## config.mk

```make
export PLATFORM = sky130hd
export DESIGN_NAME = ecp_rev_rx
export DESIGN_NICKNAME = d
export VERILOG_FILES = /design/src/rtl/ecprx_pkg.sv /design/src/rtl/ecprx_sync.sv /design/src/rtl/ecprx_timer.sv /design/src/rtl/ecp_rev_rx.sv
export SDC_FILE = /design/constraint.sdc
export NUM_CORES = 1
export LEC_CHECK = 0
export ABC_AREA = 1
export BUFFER_PORTS_ARGS = -buffer_cell sky130_fd_sc_hd__buf_2
export CAP_MARGIN = 40
export CELL_PAD_IN_SITES_DETAIL_PLACEMENT = 1
export CELL_PAD_IN_SITES_GLOBAL_PLACEMENT = 1
export CORE_MARGIN = 5
export CORE_UTILIZATION = 38
export DETAILED_ROUTE_END_ITERATION = 8
export PLACE_DENSITY = 0.71
export SYNTH_ARGS = -nofsm -noshare
export SYNTH_HDL_FRONTEND = slang
export SYNTH_SLANG_ARGS = --single-unit
```

## constraint.sdc

```tcl
create_clock -name clk -period 1.55 [get_ports clk]
set_input_delay 0.31 -clock clk [delete_from_list [all_inputs] [get_ports clk]]
set_output_delay 0.31 -clock clk [all_outputs]
set_load 0.02 [all_outputs]
```

## src/rtl/ecprx_pkg.sv

```systemverilog
package ecprx_pkg;
  typedef enum logic [3:0] {
    ST_IDLE,
    ST_TURN_SETUP,
    ST_TURN_WAIT,
    ST_NEXT,
    ST_WAIT_XFER,
    ST_EMIT,
    ST_REPEAT,
    ST_ACK_WAIT,
    ST_FWD_WAIT
  } rx_state_e;

  typedef enum logic [1:0] {
    TM_SETUP,
    TM_RESP,
    TM_IDLE
  } tmr_sel_e;
endpackage

```

## src/rtl/ecprx_sync.sv

```systemverilog
module ecprx_sync #(
  parameter int W = 3,
  parameter int STAGES = 2,
  parameter logic [W-1:0] RST_VAL = '0
) (
  input  logic         clk,
  input  logic         rst_n,
  input  logic [W-1:0] d,
  output logic [W-1:0] q
);
  logic [W-1:0] stage_q [STAGES];

  for (genvar i = 0; i < STAGES; i++) begin : g_stage
    always_ff @(posedge clk or negedge rst_n) begin
      if (!rst_n) stage_q[i] <= RST_VAL;
      else if (i == 0) stage_q[i] <= d;
      else stage_q[i] <= stage_q[(i == 0) ? 0 : i-1];
    end
  end

  assign q = stage_q[STAGES-1];
endmodule

```

## src/rtl/ecprx_timer.sv

```systemverilog
module ecprx_timer
  import ecprx_pkg::*;
#(
  parameter int SETUP_CYC = 4,
  parameter int RESP_CYC  = 16,
  parameter int IDLE_CYC  = 2000
) (
  input  logic     clk,
  input  logic     rst_n,
  input  logic     load,
  input  tmr_sel_e sel,
  output logic     expired
);
  localparam int MAX_AB = (SETUP_CYC > RESP_CYC) ? SETUP_CYC : RESP_CYC;
  localparam int MAXC   = (MAX_AB > IDLE_CYC) ? MAX_AB : IDLE_CYC;
  localparam int TMR_W  = $clog2(MAXC + 1);

  logic [TMR_W-1:0] cnt_q, cnt_d, load_val;

  always_comb begin
    case (sel)
      TM_SETUP: load_val = TMR_W'(SETUP_CYC);
      TM_RESP:  load_val = TMR_W'(RESP_CYC);
      default:  load_val = TMR_W'(IDLE_CYC);
    endcase
  end

  always_comb begin
    cnt_d = cnt_q;
    if (load) cnt_d = load_val;
    else if (cnt_q != '0) cnt_d = cnt_q - 1'b1;
  end

  always_ff @(posedge clk or negedge rst_n) begin
    if (!rst_n) cnt_q <= '0;
    else cnt_q <= cnt_d;
  end

  assign expired = (cnt_q == '0);
endmodule

```

## src/rtl/ecp_rev_rx.sv

```systemverilog
module ecp_rev_rx
  import ecprx_pkg::*;
#(
  parameter int CNT_W       = 16,
  parameter int SETUP_CYC   = 4,
  parameter int RESP_CYC    = 16,
  parameter int IDLE_CYC    = 2000,
  parameter int SYNC_STAGES = 2
) (
  input  logic             clk,
  input  logic             rst_n,
  input  logic             start,
  input  logic             fwd_req,
  input  logic [CNT_W-1:0] byte_limit,
  output logic [7:0]       out_data,
  output logic             out_valid,
  input  logic             out_ready,
  output logic             done,
  output logic             timeout,
  input  logic             n_ack_i,
  input  logic             busy_i,
  input  logic             perror_i,
  input  logic [7:0]       pd_i,
  output logic             n_autofd_o,
  output logic             n_init_o,
  output logic             n_strobe_o,
  output logic             n_selectin_o,
  output logic             dir_in_o
);
  localparam int RUN_W = 7;

  rx_state_e        state_q, state_d;
  logic             afd_q, afd_d, init_q, init_d, dir_q, dir_d;
  logic [CNT_W-1:0] remain_q, remain_d;
  logic [RUN_W-1:0] rep_cnt_q, rep_cnt_d, run_len_q, run_len_d;
  logic [7:0]       rep_byte_q, rep_byte_d;
  logic             run_flag_q, run_flag_d;
  logic             done_q, done_d, tout_q, tout_d;
  logic             tmr_load, tmr_exp;
  tmr_sel_e         tmr_sel;
  logic             ack_s, busy_s, perr_s;

  ecprx_sync #(.W(3), .STAGES(SYNC_STAGES), .RST_VAL(3'b101)) u_sync (
    .clk  (clk),
    .rst_n(rst_n),
    .d    ({n_ack_i, busy_i, perror_i}),
    .q    ({ack_s, busy_s, perr_s})
  );

  ecprx_timer #(.SETUP_CYC(SETUP_CYC), .RESP_CYC(RESP_CYC), .IDLE_CYC(IDLE_CYC)) u_tmr (
    .clk    (clk),
    .rst_n  (rst_n),
    .load   (tmr_load),
    .sel    (tmr_sel),
    .expired(tmr_exp)
  );

  always_comb begin
    state_d    = state_q;
    afd_d      = afd_q;
    init_d     = init_q;
    dir_d      = dir_q;
    remain_d   = remain_q;
    rep_cnt_d  = rep_cnt_q;
    run_len_d  = run_len_q;
    rep_byte_d = rep_byte_q;
    run_flag_d = run_flag_q;
    done_d     = 1'b0;
    tout_d     = 1'b0;
    tmr_load   = 1'b0;
    tmr_sel    = TM_RESP;
    case (state_q)
      ST_IDLE: begin
        if (start) begin
          remain_d = byte_limit;
          if (byte_limit == '0) begin
            done_d = 1'b1;
          end else if (!dir_q) begin
            state_d  = ST_TURN_SETUP;
            dir_d    = 1'b1;
            afd_d    = 1'b0;
            tmr_load = 1'b1;
            tmr_sel  = TM_SETUP;
          end else begin
            state_d = ST_NEXT;
          end
        end else if (fwd_req && dir_q) begin
          state_d  = ST_FWD_WAIT;
          init_d   = 1'b1;
          tmr_load = 1'b1;
        end
      end
      ST_TURN_SETUP: begin
        if (tmr_exp) begin
          state_d  = ST_TURN_WAIT;
          init_d   = 1'b0;
          tmr_load = 1'b1;
        end
      end
      ST_TURN_WAIT: begin
        if (!perr_s) begin
          state_d = ST_NEXT;
        end else if (tmr_exp) begin
          state_d = ST_IDLE;
          done_d  = 1'b1;
          tout_d  = 1'b1;
        end
      end
      ST_NEXT: begin
        if (remain_q == '0) begin
          state_d = ST_IDLE;
          done_d  = 1'b1;
        end else begin
          afd_d = 1'b0;
          if (rep_cnt_q != '0) begin
            state_d = ST_REPEAT;
          end else begin
            state_d  = ST_WAIT_XFER;
            tmr_load = 1'b1;
            tmr_sel  = TM_IDLE;
          end
        end
      end
      ST_WAIT_XFER: begin
        if (!ack_s) begin
          if (busy_s) begin
            rep_byte_d = pd_i;
            state_d    = ST_EMIT;
            if (run_flag_q) begin
              rep_cnt_d  = run_len_q;
              run_flag_d = 1'b0;
            end
          end else begin
            if (!pd_i[7]) begin
              run_len_d  = pd_i[RUN_W-1:0];
              run_flag_d = 1'b1;
            end
            state_d  = ST_ACK_WAIT;
            afd_d    = 1'b1;
            tmr_load = 1'b1;
          end
        end else if (tmr_exp) begin
          state_d = ST_IDLE;
          done_d  = 1'b1;
        end
      end
      ST_EMIT: begin
        if (out_ready) begin
          remain_d = remain_q - 1'b1;
          state_d  = ST_ACK_WAIT;
          afd_d    = 1'b1;
          tmr_load = 1'b1;
        end
      end
      ST_REPEAT: begin
        if (out_ready) begin
          remain_d  = remain_q - 1'b1;
          rep_cnt_d = rep_cnt_q - 1'b1;
          state_d   = ST_NEXT;
        end
      end
      ST_ACK_WAIT: begin
        if (ack_s) begin
          state_d = ST_NEXT;
          afd_d   = 1'b0;
        end else if (tmr_exp) begin
          state_d = ST_IDLE;
          done_d  = 1'b1;
          tout_d  = 1'b1;
        end
      end
      ST_FWD_WAIT: begin
        if (perr_s || tmr_exp) begin
          state_d = ST_IDLE;
          afd_d   = 1'b1;
          dir_d   = 1'b0;
          done_d  = 1'b1;
          tout_d  = !perr_s;
        end
      end
      default: state_d = ST_IDLE;
    endcase
  end

  always_ff @(posedge clk or negedge rst_n) begin
    if (!rst_n) begin
      state_q    <= ST_IDLE;
      afd_q      <= 1'b1;
      init_q     <= 1'b1;
      dir_q      <= 1'b0;
      remain_q   <= '0;
      rep_cnt_q  <= '0;
      run_len_q  <= '0;
      rep_byte_q <= '0;
      run_flag_q <= 1'b0;
      done_q     <= 1'b0;
      tout_q     <= 1'b0;
    end else begin
      state_q    <= state_d;
      afd_q      <= afd_d;
      init_q     <= init_d;
      dir_q      <= dir_d;
      remain_q   <= remain_d;
      rep_cnt_q  <= rep_cnt_d;
      run_len_q  <= run_len_d;
      rep_byte_q <= rep_byte_d;
      run_flag_q <= run_flag_d;
      done_q     <= done_d;
      tout_q     <= tout_d;
    end
  end

  assign out_valid    = (state_q == ST_EMIT) || (state_q == ST_REPEAT);
  assign out_data     = rep_byte_q;
  assign done         = done_q;
  assign timeout      = tout_q;
  assign n_autofd_o   = afd_q;
  assign n_init_o     = init_q;
  assign n_strobe_o   = 1'b1;
  assign n_selectin_o = 1'b1;
  assign dir_in_o     = dir_q;
endmodule

```

==> results of run 1 <==
==> cell usage after synthesis (2+ instances only) <==
master	instances	share of area, %
buf_4	3	0.59
nand2_1	117	11
o211ai_1	5	0.98
nor2_4	5	1.5
nand2_4	3	0.88
ha_1	4	1.3
nor2_1	84	8.3
nor3_1	9	1.2
nand4_1	5	0.82
xnor2_1	5	1.1
o21ai_1	6	0.79
nor2_2	4	0.65
dfstp_2	6	4.1
inv_1	49	4.8
dfrtp_1	59	39
a31oi_1	5	0.82
buf_6	2	0.59
inv_2	7	0.69
o22ai_1	4	0.65
buf_2	5	0.65
nand2_2	9	1.5
nand3_1	25	3.3
a21oi_1	12	1.6
o21ai_0	53	6.9
xor2_1	12	2.8
==> worst max-delay path, delay by kind of cell (launching register included) <==
family                 cells  cell delay, ns
AND/OR/NAND/NOR            7            0.78
flip-flops                 1            0.48
buffers and inverters      3            0.47
==> sequential cells by signal, summed over array words and instances (netlist names) <==
signal and cells:
n_autofd_o 1, dir_in_o 1, state_q 4, rep_cnt_q 7, u_sync.q 3, remain_q 16, u_sync.stage_q 3, out_data 8
run_flag_q 1, done 1, n_init_o 1, u_tmr.cnt_q 11, timeout 1, run_len_q 7
==> placed cells by master, fill, tap and decap left out, drive strengths merged, types with 5 or more instances in the layout <==
cell,instances
clkbuf,9
o21ai,59
a21oi,13
inv,56
xor2,12
nor2,95
clkinv,6
dfstp,6
nor3,10
dfrtp,59
xnor2,5
nand2,129
nand4,5
nand3,27
a31oi,5
buf,170
o211ai,6
==> routing by layer <==
metal | GRT usage, % | up-vias | routed length [µm]
li1 | - | 1989 | -
met1 | 26.90 | 2250 | 6430
met2 | 43.59 | 135 | 8829
met3 | 3.844 | 56 | 679
met4 | 8.795 | 0 | 744
met5 | 0 | - | 0
==> per-stage QoR <==
step	setup WS, ns	util [%]	total power [mW]	setup TNS (ns)
final	-0.3019	59.66	11.52	-8.412
after global routing	-0.3351	59.66	12.12	-11.72
after CTS	-0.1293	55.47	10.26	-2.097
after detailed placement	-0.2236	48.71	7.719	-4.286
after global placement	-0.1648	48.71	7.482	-2.306
after floorplan	-0.02157	-	5.694	-0.02157
==> kinds of logic (layout without fill, tap and decap cells) <==
kind of cell,Yosys count,count (layout)
buf+inv,67,243
xor+xnor,17,17
other cells,1,2
simple gates,267,268
flops,65,65
fa+ha+maj,4,4
compound gates,90,90
==> cell type report <==
cell class	instances	area, µm²	area share (%)
inverter	56	227.7	3.905
tap	133	166.4	2.853
timing repair buffer	171	1309	22.44
clock buffer	9	123.9	2.124
multi-input combinational	381	2296	39.37
sequential	65	1638	28.08
clock inverter	7	71.32	1.223
==> power groups by stage <==
stage	combinational (mW)	clock, mW	sequential [mW]
6_report	6.98	1.54	3.00
5_1_grt	7.41	1.65	3.06
4_1_cts	5.83	1.53	2.90
3_5_place_dp	4.82	0	2.90
3_3_place_gp	4.63	0	2.85
2_1_floorplan	2.69	0	3.01
==> worst paths after layout <==
check,endpoint,slack (ns),startpoint
worst max-delay path,state_q[0]$_DFFE_PN0P_,-0.30,state_q[0]$_DFFE_PN0P_
worst min-delay path,u_sync.stage_q[3]$_DFF_PN1_,0.04,perror_i
worst max register to register,state_q[0]$_DFFE_PN0P_,-0.30,state_q[0]$_DFFE_PN0P_
worst min register to register,u_sync.q[1]$_DFF_PN0_,0.36,u_sync.stage_q[4]$_DFF_PN0_
max in group asynchronous,u_sync.q[0]$_DFF_PN1_,0.71,rst_n
min in group asynchronous,remain_q[7]$_DFFE_PN0P_,0.50,rst_n
==> timing repair <==
action,in CTS,in global routing
endpoints found under the hold margin,59,0
gates resized for setup,72,82
hold buffers,1,0
gates cloned,3,1
pin swaps,23,26
setup buffers,24,24
setup endpoints to repair,44,58
==> impl_metrics.py, run 1 <==
metrics = {
    "setup_path": {
        "cp-start-kind": "register",
        "cpMaxStageDelayCell": "dfrtp_2",
        "path_common_cell": "nand2_1",
        "crit_arrival_ns": 2.09,
        "cp-end-kind": "register",
        "required_ns": 1.79,
        "crit_path_max_incr_delay_ns": 0.48,
        "crit_fanout": 7,
        "cp_cell_sequence": "buf_6 -> nor2_4 -> nand2_4 -> inv_1 -> nand2_2 -> buf_4 -> nand4_1 -> nor2_2 -> nand2_1 -> nand2_1",
        "rr_worst_depth": 10,
        "crit_type": "reg -> reg",
    },
    "die": {
        "die_h_um": 110.3,
        "core_um2": 9774,
        "initial_core_util_pct": 39.09,
        "ios": 48,
        "die_area_um2": 12160,
        "rows": 36,
        "die_x_um": 110.3,
    },
    "route": {
        "dr_total_vias": 4430,
        "dr.pass1.iters": 4,
        "drc": 0,
        "vias_per_cell": 5.389,
        "final_antenna_net_count": 0,
        "wl_um": 16680,
        "drt_iter0_drc": 242,
        "wl_per_cell_um": 20.30,
    },
    "synth": {
        "synthArstFlopShare_pct": 100.0,
        "synth_warnings": 0,
        "ys_ff_latch": 65,
        "synth-main-ff-cell": "dfrtp_1",
        "syn_area_um2": 3821,
        "synthSimpleGateAreaFrac_pct": 31.37,
        "synth_compound_area_share_pct": 13.13,
        "synth_edf_count": 0,
        "synthMuxAreaShare_pct": 0,
        "synth_top_family_by_area": "simple AND/OR/NAND/NOR gates",
        "yosys.area_share.adder_pct": 1.310,
        "synthXorXnorAreaFrac_pct": 3.897,
        "yosysSeqAreaShare_pct": 42.76,
        "synth_cells": 511,
        "syn_area_per_cell_um2": 7.478,
        "synthDistinctLibCells": 38,
    },
    "cts": {
        "cts_made_buffers": 9,
        "path_clk_slew_ns": 0.08,
        "clockBufferDepth": 2,
        "worst_skew_pair.late_latency_ns": 0.37,
        "cts_tree": "built",
        "cts_root_buf": "clkbuf_8",
        "cts_htree_levels": 3,
        "cts.sinks": 65,
    },
    "layout": {
        "n_antenna_cell": 0,
        "finalNonFillerCells": 822,
        "drive_above_1_share_pct": 43.54,
        "nNetsFinal": 720,
        "fill_cells": 1217,
        "design_area_um2": 5832,
        "syn2layout_area_growth_pct": 52.62,
    },
    "place": {
        "dp_hpwl_um": 8854,
        "port_buffers": 45,
        "place_inst": 756,
        "place_congestion": 0.8950,
        "placed_area_um2": 4761,
    },
    "pwr": {
        "leakage_nw": 2.882,
        "powerDensity_nw_per_um2": 1975,
        "switching_power_mw": 5.351,
        "p_seq_share_pct": 26.1,
        "max-vdd-ir-drop_mv": 1.079,
        "p_int_mw": 6.168,
        "power_frac_comb_pct": 60.6,
        "clkPwrFrac_pct": 13.3,
        "swShare_pct": 46.45,
    },
    "sta": {
        "post-route-period-util_pct": 119.5,
        "setup_slack_ns": -0.3019,
        "min_period_ns": 1.852,
        "finalSetupViolations": 58,
        "fmax_mhz": 540.0,
        "fin_skew_ns": 0.01872,
        "grt_setup_unrepaired": "true",
        "hold_ws_ns": 0.03677,
        "finalHoldViolCount": 0,
        "drv_slew": 0,
    },
    "grt": {
        "grt_pass1_wl_um": 21940,
        "grtUsageTotal_pct": 23.49,
        "antenna_found_initial": 0,
        "grt_pass1_vias": 4524,
        "grt_max_degree": 66,
        "grt-ovfl-total": 0,
    },
    "worst_hold_path": {
        "whs_path_depth": 1,
        "hp-class": "in -> reg",
    },
    "run": {
        "maxCapViolCount": 0,
    },
    "status": {
        "violations": "negative setup slack",
        "status": "complete, but fails checks",
    },
}
Power figures use the tool's default switching activity.
==> inputs of run 2 (changes only) <==
Settings changed: CORE_UTILIZATION 38 to 35, PLACE_DENSITY 0.71 to 0.66.
==> impl_metrics.py, run 2 (synthesis results as in run 1) <==
metrics = {
    "grt": {
        "antenna_found_initial": 0,
        "grt_max_degree": 66,
        "grt-ovfl-total": 0,
        "grt_pass1_vias": 4529,
        "grtUsageTotal_pct": 21.27,
        "grt_pass1_wl_um": 22110,
    },
    "layout": {
        "n_antenna_cell": 0,
        "largest-register": "remain_q",
        "final_core_util_pct": 56.57,
        "seq_area_um2": 1639,
        "layout_commonest_cell": "buf_4",
        "fill_cells": 1295,
        "final_cell_mix": "103 x buf_4, 98 x nand2_1, 55 x dfrtp_1",
        "nNetsFinal": 724,
        "design_area_um2": 6106,
        "drive_above_1_share_pct": 47.19,
        "syn2layout_area_growth_pct": 59.79,
        "finalNonFillerCells": 833,
        "multi_input_area_um2": 2434,
        "largest_reg_flops": 16,
    },
    "route": {
        "drc": 0,
        "vias_per_cell": 5.082,
        "wl_um": 14980,
        "final_antenna_net_count": 0,
        "drt_iter0_drc": 237,
        "dr_total_vias": 4233,
        "dr.pass1.iters": 4,
        "wl_per_cell_um": 17.98,
    },
    "die": {
        "rows": 38,
        "core_um2": 10790,
        "die_h_um": 114.5,
        "die_area_um2": 13110,
        "die_x_um": 114.5,
        "initial_core_util_pct": 35.40,
        "ios": 48,
    },
    "cts": {
        "cts_root_buf": "clkbuf_8",
        "cts_made_buffers": 9,
        "cts_tree": "built",
        "cts_htree_levels": 3,
        "clockBufferDepth": 2,
        "worst_skew_pair.late_latency_ns": 0.35,
        "path_clk_slew_ns": 0.08,
        "cts.sinks": 65,
    },
    "pwr": {
        "p_total_mw": 11.67,
        "max-vdd-ir-drop_mv": 0.8629,
        "powerDensity_nw_per_um2": 1912,
        "leakage_nw": 2.985,
    },
    "place": {
        "dp_hpwl_um": 8776,
        "place_congestion": 0.8895,
        "placed_area_um2": 4890,
        "place_ws_ns": -0.1947,
        "port_buffers": 45,
        "place_inst": 779,
    },
    "sta": {
        "post-route-period-util_pct": 115.2,
        "fmax_mhz": 560.0,
        "grt_setup_unrepaired": "true",
        "setup_slack_ns": -0.2359,
        "hold_ws_ns": 0.05216,
        "finalHoldViolCount": 0,
        "drv_slew": 0,
        "min_period_ns": 1.786,
        "fin_skew_ns": 0.009251,
        "finalSetupViolations": 51,
        "tns_ns": -6.368,
    },
    "status": {
        "violations": "negative setup slack",
        "status": "complete, but fails checks",
    },
    "run": {
        "maxCapViolCount": 0,
    },
    "setup_path": {
        "required_ns": 1.79,
        "crit_fanout": 5,
        "crit_arrival_ns": 2.02,
        "crit_type": "reg -> reg",
        "cp-start-kind": "register",
        "cp-end-kind": "register",
    },
    "worst_hold_path": {
        "hp-class": "in -> reg",
    },
}
==> run 2: worst paths after layout <==
kind / startpoint / cells past startpoint / slack [ns] / to
min in group asynchronous: rst_n / 3 / 0.49 / remain_q[2]$_DFFE_PN0P_
setup reg to reg: state_q[3]$_DFFE_PN0P_ / 11 / -0.24 / u_tmr.cnt_q[2]$_DFFE_PN0P_
max in group asynchronous: rst_n / 3 / 0.71 / n_autofd_o$_DFFE_PN1P_
setup / recovery: state_q[3]$_DFFE_PN0P_ / 11 / -0.24 / u_tmr.cnt_q[2]$_DFFE_PN0P_
hold reg to reg: u_sync.stage_q[5]$_DFF_PN1_ / 0 / 0.36 / u_sync.q[2]$_DFF_PN1_
hold / removal: perror_i / 1 / 0.05 / u_sync.stage_q[3]$_DFF_PN1_
==> run 2: worst max-delay path, stage by stage (launching register included) <==
cell     delay [ns]
dfrtp_1        0.44
inv_2          0.09
nand2_4        0.12
buf_6          0.14
nor2_4         0.06
nand2_4        0.08
nand2_4        0.07
nor2_4         0.13
nand2_4        0.10
nor3_4         0.23
buf_12         0.15
a21oi_2        0.04
==> run 2: area by class of cell <==
class | instances | area share, %
clock inverter | 4 | 1.230
timing repair buffer | 175 | 22.73
multi-input combinational | 381 | 39.86
tap | 140 | 2.869
sequential | 65 | 26.84
inverter | 56 | 3.934
clock buffer | 12 | 2.541
==> run 2: metal layers <==
metal  global-route usage [%]  wire (µm)  vias up
li1                         -          -     2004
met1                    25.79       6142     2090
met2                    38.07       7777      110
met3                    3.647        658       29
met4                    6.888        402        0
met5                        0          0        -
==> run 2: report_power, final <==
| part | leakage, nW | total (mW) | switching, mW | internal, mW |
|---|---|---|---|---|
| registers | 0.789 | 2.96 | 0.567 | 2.39 |
| clock network | 0.109 | 1.72 | 0.729 | 0.995 |
| logic | 2.09 | 6.99 | 3.85 | 3.14 |
| total | 2.98 | 11.7 | 5.14 | 6.53 |
==> run 2: repair_timing <==
action                                  in CTS  in global routing
setup buffers                               21                 11
cloned                                       2                  4
resized for setup                           71                124
pin swaps                                   28                 36
endpoints found under the setup margin      50                 59
hold buffers                                 1                  0
endpoints found under the hold margin       59                  0
